--- config.mk ---
export PLATFORM = sky130hd
export DESIGN_NAME = tmr16_top
export DESIGN_NICKNAME = d
export VERILOG_FILES = /design/src/rtl/tmr16_pkg.sv /design/src/rtl/tmr16_filter.sv /design/src/rtl/tmr16_counter.sv /design/src/rtl/tmr16_ocr.sv /design/src/rtl/tmr16_top.sv
export SDC_FILE = /design/constraint.sdc
export NUM_CORES = 1
export LEC_CHECK = 0
export BUFFER_PORTS_ARGS = -buffer_cell sky130_fd_sc_hd__buf_2
export CAP_MARGIN = 0
export CORE_ASPECT_RATIO = 1.5
export CORE_MARGIN = 5
export CORE_UTILIZATION = 23
export CTS_BUF_LIST = sky130_fd_sc_hd__clkbuf_8
export CTS_CLUSTER_DIAMETER = 80
export CTS_CLUSTER_SIZE = 20
export DETAILED_ROUTE_END_ITERATION = 7
export SLEW_MARGIN = 20
export SYNTH_ARGS = -nofsm -noshare
export SYNTH_HDL_FRONTEND = slang
export SYNTH_SLANG_ARGS = --single-unit
--- constraint.sdc ---
create_clock -name clk -period 2.9 [get_ports clk]
set_clock_uncertainty 0.05 [all_clocks]
set_input_delay 0.435 -clock clk [delete_from_list [all_inputs] [get_ports clk]]
set_output_delay 0.435 -clock clk [all_outputs]
set_load 0.01 [all_outputs]
--- src/rtl/tmr16_pkg.sv ---
package tmr16_pkg;
  localparam int CNT_W = 16;

  typedef enum logic [2:0] {
    TOP_FIX8  = 3'd0,
    TOP_FIX9  = 3'd1,
    TOP_FIX10 = 3'd2,
    TOP_CMPA  = 3'd3,
    TOP_CAPR  = 3'd4
  } top_mode_e;

  // TOP value chosen by the mode select
  function automatic logic [CNT_W-1:0] top_pick(input logic [2:0] m,
                                                input logic [CNT_W-1:0] cmpa,
                                                input logic [CNT_W-1:0] capr);
    case (m)
      TOP_FIX9:  top_pick = CNT_W'((1 << 9) - 1);
      TOP_FIX10: top_pick = CNT_W'((1 << 10) - 1);
      TOP_CMPA:  top_pick = cmpa;
      TOP_CAPR:  top_pick = capr;
      default:   top_pick = CNT_W'((1 << 8) - 1);
    endcase
  endfunction

  // PWM level: high from BOTTOM until compare match
  function automatic logic pwm_level(input logic [2:0] m,
                                     input logic [CNT_W-1:0] cnt,
                                     input logic [CNT_W-1:0] cmpa);
    pwm_level = (m != TOP_CMPA) && (cnt < cmpa);
  endfunction
endpackage

--- src/rtl/tmr16_filter.sv ---
module tmr16_filter #(
  parameter int DEPTH = 4
) (
  input  logic clk,
  input  logic rst_n,
  input  logic din,
  input  logic rise_sel,
  output logic level,
  output logic evt
);
  logic [DEPTH-1:0] hist;
  logic             all_hi, all_lo;

  assign all_hi = &hist;
  assign all_lo = ~|hist;

  always_ff @(posedge clk or negedge rst_n) begin
    if (!rst_n) begin
      hist  <= '0;
      level <= 1'b0;
      evt   <= 1'b0;
    end else begin
      hist <= {hist[DEPTH-2:0], din};
      if (all_hi && !level) begin
        level <= 1'b1;
        evt   <= rise_sel;
      end else if (all_lo && level) begin
        level <= 1'b0;
        evt   <= !rise_sel;
      end else begin
        evt   <= 1'b0;
      end
    end
  end
endmodule

--- src/rtl/tmr16_counter.sv ---
module tmr16_counter #(
  parameter int W = 16
) (
  input  logic         clk,
  input  logic         rst_n,
  input  logic         en,
  input  logic [W-1:0] top,
  output logic [W-1:0] count,
  output logic         wrap
);
  assign wrap = en && (count == top);

  always_ff @(posedge clk or negedge rst_n) begin
    if (!rst_n)    count <= '0;
    else if (wrap) count <= '0;
    else if (en)   count <= count + 1'b1;
  end
endmodule

--- src/rtl/tmr16_ocr.sv ---
module tmr16_ocr #(
  parameter int W = 16
) (
  input  logic         clk,
  input  logic         rst_n,
  input  logic         we,
  input  logic [W-1:0] wdata,
  input  logic         buffered,
  input  logic         load,
  output logic [W-1:0] active
);
  logic [W-1:0] shadow;

  always_ff @(posedge clk or negedge rst_n) begin
    if (!rst_n) begin
      shadow <= '0;
      active <= '0;
    end else begin
      if (we) shadow <= wdata;
      if (we && !buffered)      active <= wdata;
      else if (buffered && load) active <= shadow;
    end
  end
endmodule

--- src/rtl/tmr16_top.sv ---
module tmr16_top
  import tmr16_pkg::*;
#(
  parameter int W       = CNT_W,
  parameter int FILT_N  = 4
) (
  input  logic         clk,
  input  logic         rst_n,
  input  logic         cnt_en,
  input  logic [2:0]   mode,
  input  logic         cmpa_we,
  input  logic [W-1:0] cmpa_wdata,
  input  logic         cap_we,
  input  logic [W-1:0] cap_wdata,
  input  logic         cap_in,
  input  logic         cap_rise,
  output logic [W-1:0] count,
  output logic         cmpa_match,
  output logic         at_bottom,
  output logic         at_top,
  output logic         at_max,
  output logic         cap_evt,
  output logic [W-1:0] cap_val,
  output logic         pwm_out
);
  localparam logic [W-1:0] MAXV = {W{1'b1}};

  logic [W-1:0] top_w;
  logic [W-1:0] cmpa_act;
  logic         wrap_w;
  logic         filt_lvl;
  logic         cmpa_is_top;
  logic         capr_is_top;

  assign cmpa_is_top = (mode == TOP_CMPA);
  assign capr_is_top = (mode == TOP_CAPR);
  assign top_w       = top_pick(mode, cmpa_act, cap_val);

  tmr16_counter #(.W(W)) u_cnt (
    .clk(clk), .rst_n(rst_n), .en(cnt_en), .top(top_w),
    .count(count), .wrap(wrap_w)
  );

  tmr16_ocr #(.W(W)) u_ocra (
    .clk(clk), .rst_n(rst_n), .we(cmpa_we), .wdata(cmpa_wdata),
    .buffered(cmpa_is_top), .load(wrap_w), .active(cmpa_act)
  );

  tmr16_filter #(.DEPTH(FILT_N)) u_filt (
    .clk(clk), .rst_n(rst_n), .din(cap_in), .rise_sel(cap_rise),
    .level(filt_lvl), .evt(cap_evt)
  );

  always_ff @(posedge clk or negedge rst_n) begin
    if (!rst_n)                       cap_val <= '0;
    else if (cap_we)                  cap_val <= cap_wdata;
    else if (cap_evt && !capr_is_top) cap_val <= count;
  end

  assign at_bottom  = (count == '0);
  assign at_max     = (count == MAXV);
  assign at_top     = (count == top_w);
  assign cmpa_match = (count == cmpa_act);
  assign pwm_out    = pwm_level(mode, count, cmpa_act);
endmodule

==> results of run 1 <==
## cell type report
cell class / count / area, um2
sequential: 70 / 1760
multi-input combinational: 280 / 2240
clock buffer: 11 / 151
tap: 217 / 272
clock inverter: 4 / 32.5
fill: 1897 / 12700
inverter: 25 / 93.8
timing repair buffer: 108 / 649
## path summary, 6_finish.rpt
path                                  startpoint               end  cells past startpoint
worst max-delay path            u_ocra.active[1]           pwm_out                     10
worst min-delay path                       rst_n        cap_val[1]                      2
worst max register to register  u_ocra.active[5]  u_ocra.active[5]                      8
worst min register to register    u_filt.hist[2]    u_filt.hist[3]                      0
max in group asynchronous                  rst_n       cap_val[10]                      2
min in group clk                          cap_in    u_filt.hist[0]                      1
## layer usage
layer  up-vias  share of wire [%]  GRT usage [%]
met1      1692                 40           13.1
met3        23                6.0           4.52
met5         -               0.49              0
li1       1654                  -              -
met2        80                 52           21.6
met4         6                2.0           4.16
## what timing repair did
item / in CTS / in global routing
endpoints found under the setup margin: 2 / 2
setup buffers: 1 / 5
hold buffers: 0 / 0
pin swaps: 1 / 11
resized for setup: 4 / 18
## kinds of logic (layout without fill, tap and decap cells)
family / after synthesis / count (layout)
AND/OR/NAND/NOR: 140 / 140
AO/OA/AOI/OAI: 70 / 70
buffers and inverters: 51 / 148
adder cells (fa/ha/maj): 18 / 18
XOR/XNOR: 18 / 18
multiplexers: 34 / 34
flip-flops: 70 / 70
## cells in the mapped netlist, drive strengths merged, types with 2 or more instances
| master | number | area [um2] |
|---|---|---|
| nor4b | 7 | 61.3 |
| nor2b | 5 | 31.3 |
| nor3 | 7 | 45.0 |
| nand2b | 2 | 12.5 |
| and3 | 5 | 31.3 |
| a21oi | 8 | 40.0 |
| nand3 | 13 | 65.1 |
| nor3b | 2 | 15.0 |
| nand2 | 24 | 97.6 |
| and4bb | 4 | 50.1 |
| nor4bb | 4 | 40.0 |
| ha | 18 | 225 |
| buf | 15 | 103 |
| o221a | 16 | 180 |
| a211o | 2 | 17.5 |
| nor2 | 16 | 60.1 |
| a22oi | 2 | 15.0 |
| o22ai | 3 | 18.8 |
| nand4 | 6 | 37.5 |
| xor2 | 4 | 35.0 |
| mux2 | 18 | 218 |
| mux2i | 16 | 160 |
| and3b | 3 | 26.3 |
| and4 | 2 | 17.5 |
| dfrtp | 70 | 1750 |
| nand3b | 3 | 22.5 |
| a21o | 4 | 30.0 |
| inv | 25 | 93.8 |
| nand4b | 6 | 52.6 |
| clkbuf | 11 | 42.5 |
| nand4bb | 4 | 45.0 |
| or3 | 21 | 131 |
| xnor2 | 14 | 123 |
| o21ai | 27 | 135 |
| nor4 | 4 | 25.0 |
## report_power, final
part / switching, mW / leakage (nW) / internal, mW / total [mW]
combinational: 0.400 / 1.55 / 0.396 / 0.796
sequential: 0.131 / 0.830 / 1.09 / 1.22
clock: 0.392 / 0.0876 / 0.355 / 0.747
## through the flow
stage / area, um2 / worst slack (ps) / power (mW) / instances / util [%]
2_1_floorplan: 4140 / 219 / 1.66 / 401 / -
3_3_place_gp: 4860 / -0.850 / 1.97 / 694 / 27.2
3_5_place_dp: 4860 / -104 / 1.98 / 694 / 27.2
4_1_cts: 5080 / 1.93 / 2.75 / 710 / 28.4
5_1_grt: 5190 / -103 / 2.95 / 715 / 29.1
6_report: 5190 / 47.2 / 2.77 / 715 / 29.1
## sequential cells by signal, indices dropped and copies added (netlist names)
| signal | count |
|---|---|
| u_filt.hist | 4 |
| cap_val | 16 |
| u_cnt.count | 16 |
| u_ocra.shadow | 16 |
| u_filt.level | 1 |
| u_ocra.active | 16 |
| u_filt.evt | 1 |
## worst reg2reg max path, cell delays in order, from the launching register on
cell,delay [ps]
dfrtp_1,390
and4bb_2,250
or3_4,360
a22oi_2,200
nor4bb_4,320
buf_4,160
and4_1,300
nand2_4,150
o221a_2,300
## cell usage in the layout, fill, tap and decap left out, types with 3 or more instances in the layout
| master | netlist | routed |
|---|---|---|
| and3_1 | 5 | 4 |
| clkbuf_8 | 0 | 11 |
| a21o_1 | 4 | 4 |
| nor4_1 | 4 | 4 |
| nor2b_1 | 5 | 4 |
| nand3b_1 | 3 | 3 |
| ha_1 | 18 | 17 |
| buf_2 | 10 | 76 |
| mux2_2 | 17 | 17 |
| a21oi_1 | 8 | 8 |
| nand3_1 | 13 | 13 |
| dfrtp_2 | 0 | 3 |
| nor2_1 | 16 | 16 |
| o221a_1 | 6 | 6 |
| inv_1 | 25 | 23 |
| nand4_1 | 6 | 6 |
| and4bb_2 | 4 | 4 |
| xnor2_1 | 14 | 14 |
| buf_4 | 0 | 27 |
| nand4b_1 | 6 | 6 |
| o22ai_1 | 3 | 3 |
| nor4b_1 | 7 | 5 |
| nor3_1 | 5 | 5 |
| nand4bb_1 | 4 | 4 |
| xor2_1 | 4 | 4 |
| dfrtp_1 | 70 | 67 |
| nand2_1 | 23 | 23 |
| o221a_2 | 10 | 10 |
| and3b_1 | 3 | 3 |
| o21ai_0 | 27 | 26 |
| or3_1 | 21 | 20 |
| mux2i_1 | 16 | 16 |
==> flow_metrics.py, run 1 <==
metrics = {
    "synth": {
        "synth-main-ff-cell": "dfrtp_1",
        "synth_fa_ha_area_share_pct": 5.44,
        "synth_compound_area_share_pct": 12.1,
        "syn_nets": 461,
        "synth_edf_count": 0,
        "synthXorXnorAreaFrac_pct": 3.81,
        "synthMuxAreaShare_pct": 9.12,
        "synth_top_family_by_area": "simple AND/OR/NAND/NOR gates",
        "ys_seq_elements": 70,
        "avgSynthCellArea_um2": 10.3,
        "syn_inst": 401,
        "synthSimpleGateAreaFrac_pct": 21.5,
        "ys_async_sr_fraction_pct": 100,
        "yosysWarnings": 0,
        "ys_seq_area_share_pct": 42.3,
        "synth.distinct_cells": 53,
        "synth_area_um2": 4140,
    },
    "critical_path": {
        "cpLargestDelayFamily": "compound AO/OA/AOI/OAI gates",
        "crit_slowest_cell": "dfrtp_1",
        "cp-end-kind": "output pin",
        "path_class": "flop to output pin",
        "worstPathRequired_ps": 2410,
        "cp_cell_sequence": "inv_2 -> ha_4 -> nor2b_4 -> o211ai_1 -> a21oi_1 -> a211o_1 -> a31oi_1 -> o21ai_1 -> a41oi_2 -> buf_2",
        "cp_data_arrival_time_ps": 2370,
        "slowest_delay_ps": 400,
        "r2r_setup_slack_ps": 320,
        "start_kind": "flop",
        "critPathMaxFanout": 2,
        "critPathBufInv": 2,
    },
    "floorplan": {
        "dieArea_um2": 20800,
        "pin_count": 80,
        "start_util_pct": 23.2,
        "die_x_um": 120,
        "fp-row-count": 60,
        "core_um2": 17900,
        "die_h_um": 174,
    },
    "clock_tree": {
        "cts_buffer_depth": 2,
        "cts.sinks": 70,
        "clk_latency_ps": 360,
        "cts_tree": "done",
        "clkTransAtPathRegs_ps": 70,
        "cts_made_buffers": 9,
        "cts_root_buf": "clkbuf_8",
        "htreeDepth": 3,
    },
    "place": {
        "io_buffers": 79,
        "dp_hpwl_mm": 9.51,
        "gp_congestion": 0.869,
    },
    "timing": {
        "setup_viol": 0,
        "hold_viol": 0,
        "holdWs_ps": 35.1,
        "fin_crit_ps": 2850,
        "fin_setup_tns_ps": 0,
        "max_clock_freq_mhz": 351,
        "tightestPinTransition_ps": 529,
        "rsz0062_at_grt": "true",
        "timing.final.crit_share_pct": 98.4,
        "maxSlewViolCount": 0,
        "relSlewSlack_pct": 64.7,
    },
    "detailed_routing": {
        "drc": 0,
        "routed_wl_mm": 12.4,
        "wire_per_inst_um": 17.3,
        "via_per_inst": 4.83,
        "postRouteAntennaNets": 0,
        "drtIter0Drc": 144,
        "vias": 3455,
        "dr.pass1.iters": 4,
    },
    "cells_and_area": {
        "drive_gt1_share_pct": 35.5,
        "diodes": 0,
        "syn2layout_area_growth_pct": 25.4,
        "fin_nets": 554,
    },
    "outcome": {
        "status": "completed",
    },
    "power": {
        "p_leak_nw": 2.47,
        "peakVddDrop_mv": 0.217,
        "power_density_nw_per_um2": 533,
    },
    "global_routing": {
        "grt-ovfl-total": 0,
        "track_usage_pct": 12.1,
        "grt_pass1_vias": 3487,
        "grt_pass1_wl_mm": 19.6,
        "grt_max_degree": 71,
        "antenna_found_initial": 3,
    },
    "min_path": {
        "min_path_type": "input port to async pin",
    },
    "flow_run": {
        "max-cap-violations": 0,
    },
}
No activity file was read; power rests on OpenSTA's default activity.
==> run 2: changes to the inputs <==
Settings changed: ABC_AREA set to 1.
==> flow_metrics.py, run 2 <==
metrics = {
    "outcome": {
        "status": "completed",
    },
    "detailed_routing": {
        "dr.pass1.iters": 4,
        "vias": 4280,
        "via_per_inst": 4.51,
        "routed.top_layer": "met4",
        "wire_per_inst_um": 14.9,
        "routed_wl_mm": 14.2,
        "met1Wirelength_mm": 5.64,
        "drc": 0,
        "postRouteAntennaNets": 0,
        "drtIter0Drc": 255,
        "wl_met3_um": 743,
        "met2_length_mm": 7.28,
    },
    "min_path": {
        "min_path_type": "input port to async pin",
    },
    "synth": {
        "yosysMostFrequentCell": "nand2_1",
        "synth_edf_count": 0,
        "synthSimpleGateAreaFrac_pct": 34.0,
        "yosysWarnings": 0,
        "avgSynthCellArea_um2": 7.37,
        "yosys.area.top_type_share_pct": 39.6,
        "synth-main-ff-cell": "dfrtp_1",
        "synth_area_um2": 4420,
        "syn_nets": 660,
        "ys_seq_area_share_pct": 39.6,
        "synth_fa_ha_area_share_pct": 5.09,
        "ys_seq_elements": 70,
        "synth.area.top_cells": "dfrtp_1, nand2_1, nand3_1",
        "synth_compound_area_share_pct": 9.37,
        "syn_inst": 600,
        "synth_top_family_by_area": "simple AND/OR/NAND/NOR gates",
        "synth_common_cells": "nand2_1, inv_1, dfrtp_1",
        "synth.distinct_cells": 36,
        "synthMuxAreaShare_pct": 0,
        "synthXorXnorAreaFrac_pct": 2.38,
        "yosysTopAreaCell": "dfrtp_1",
        "ys_async_sr_fraction_pct": 100,
    },
    "timing": {
        "hold_viol": 0,
        "fin_setup_tns_ps": 0,
        "holdWs_ps": 30.8,
        "fin_crit_ps": 2740,
        "tightestPinTransition_ps": 613,
        "max_clock_freq_mhz": 365,
        "maxSlewViolCount": 0,
        "timing.final.crit_share_pct": 94.4,
        "rsz0062_at_grt": "false",
        "setup_viol": 0,
        "relSlewSlack_pct": 59.1,
    },
    "cells_and_area": {
        "fin_nets": 747,
        "diodes": 0,
        "drive_gt1_share_pct": 19.1,
        "final_common_cell": "nand2_1",
        "syn2layout_area_growth_pct": 22.3,
        "layout_common_cells": "nand2_1, buf_2, inv_1, dfrtp_1, nand3_1",
    },
    "clock_tree": {
        "cts_buffer_depth": 2,
        "cts_made_buffers": 9,
        "post_cts_buffers": 0,
        "cts.repair.resized": 0,
        "cts_hold_buffers": 0,
        "cts_root_buf": "clkbuf_8",
        "cts_tree": "done",
        "htreeDepth": 3,
        "cts.sinks": 70,
        "clkTransAtPathRegs_ps": 80,
        "clk_latency_ps": 360,
    },
    "floorplan": {
        "die_x_um": 123,
        "dieArea_um2": 22100,
        "start_util_pct": 23.3,
        "pin_count": 80,
        "core_um2": 19000,
        "fp-row-count": 62,
        "die_h_um": 180,
    },
    "power": {
        "power_density_nw_per_um2": 602,
        "peakVddDrop_mv": 0.191,
        "p_sw_mw": 1.21,
        "p_leak_nw": 2.75,
        "clkPwrFrac_pct": 29.6,
        "p_sw_share_pct": 37.3,
        "combPwrFrac_pct": 30.8,
        "internal_power_mw": 2.04,
        "sequentialPowerShare_pct": 39.5,
    },
    "global_routing": {
        "grt_pass1_wl_mm": 22.6,
        "grt_max_degree": 46,
        "grt-ovfl-total": 0,
        "antenna_found_initial": 0,
        "track_usage_pct": 13.2,
        "grt_pass1_vias": 4237,
    },
    "critical_path": {
        "critPathMaxFanout": 4,
        "path_class": "flop to output pin",
        "startpoint": "u_cnt.count[7]",
        "cp-end-kind": "output pin",
        "start_kind": "flop",
        "worstPathRequired_ps": 2410,
        "cp_data_arrival_time_ps": 2250,
        "timing.rr.start": "u_cnt.count[3]",
    },
    "place": {
        "gp_congestion": 0.911,
        "io_buffers": 79,
        "dp_hpwl_mm": 11.5,
    },
    "flow_run": {
        "max-cap-violations": 0,
    },
}
==> run 2: cells by family (layout without fill, tap and decap cells) <==
logic type | count (synthesis) | after routing
AOI/OAI and AO/OA | 75 | 75
and+or+nand+nor | 322 | 322
DFF | 70 | 70
adders and majority gates | 18 | 18
xor gates and xnor gates | 12 | 12
buffers and inverters | 103 | 195
==> run 2: final cells by class <==
type / count / area [um2]
Timing Repair Buffer: 95 / 528
Sequential cell: 70 / 1750
Multi-Input combinational cell: 427 / 2250
Fill cell: 2106 / 13600
Clock buffer: 9 / 124
Tap cell: 256 / 320
Inverter: 84 / 318
Clock inverter: 7 / 113
==> run 2: power groups by stage <==
| stage | Sequential, mW | Clock [mW] | Combinational [mW] |
|---|---|---|---|
| 2_1_floorplan | 1.28 | 0 | 0.618 |
| 5_1_grt | 1.30 | 1.03 | 1.16 |
| 6_report | 1.29 | 0.964 | 1.00 |
| 3_3_place_gp | 1.31 | 0 | 0.998 |
| 4_1_cts | 1.29 | 0.989 | 1.02 |
| 3_5_place_dp | 1.30 | 0 | 1.02 |
==> run 2: per-stage QoR <==
stage | utilization, % | instances | total power, mW | area, um2 | setup slack, ps
CTS | 28.4 | 948 | 3.29 | 5400 | 138
global placement | 27.2 | 932 | 2.30 | 5170 | 223
finish | 28.5 | 948 | 3.25 | 5410 | 163
detailed placement | 27.2 | 932 | 2.32 | 5170 | 267
global route | 28.5 | 948 | 3.49 | 5410 | 38.3
floorplan | - | 600 | 1.89 | 4420 | 623
==> run 2: per-layer routing <==
metal / vias to the layer above / global-route usage [%]
met4: 0 / 6.12
met5: - / 0
met1: 1983 / 15.0
met2: 114 / 23.5
li1: 2157 / -
met3: 26 / 2.11
==> run 2: critical path, cell delays in order, from the launching register on <==
cell	delay (ps)
dfrtp_1	500
clkinv_1	210
nor4_1	350
nand2_1	130
nor3_1	250
nor3b_1	280
buf_2	180
==> run 2: worst paths after layout <==
path / to / slack, ps / cells past startpoint
worst max-delay path: at_max / 160 / 6
worst min-delay path: u_cnt.count[15] / 30 / 1
worst max register to register: u_cnt.count[15] / 900 / 10
worst min register to register: u_filt.hist[3] / 350 / 0
max in group asynchronous: u_filt.level / 2090 / 2
min in group clk: u_filt.hist[0] / 120 / 1
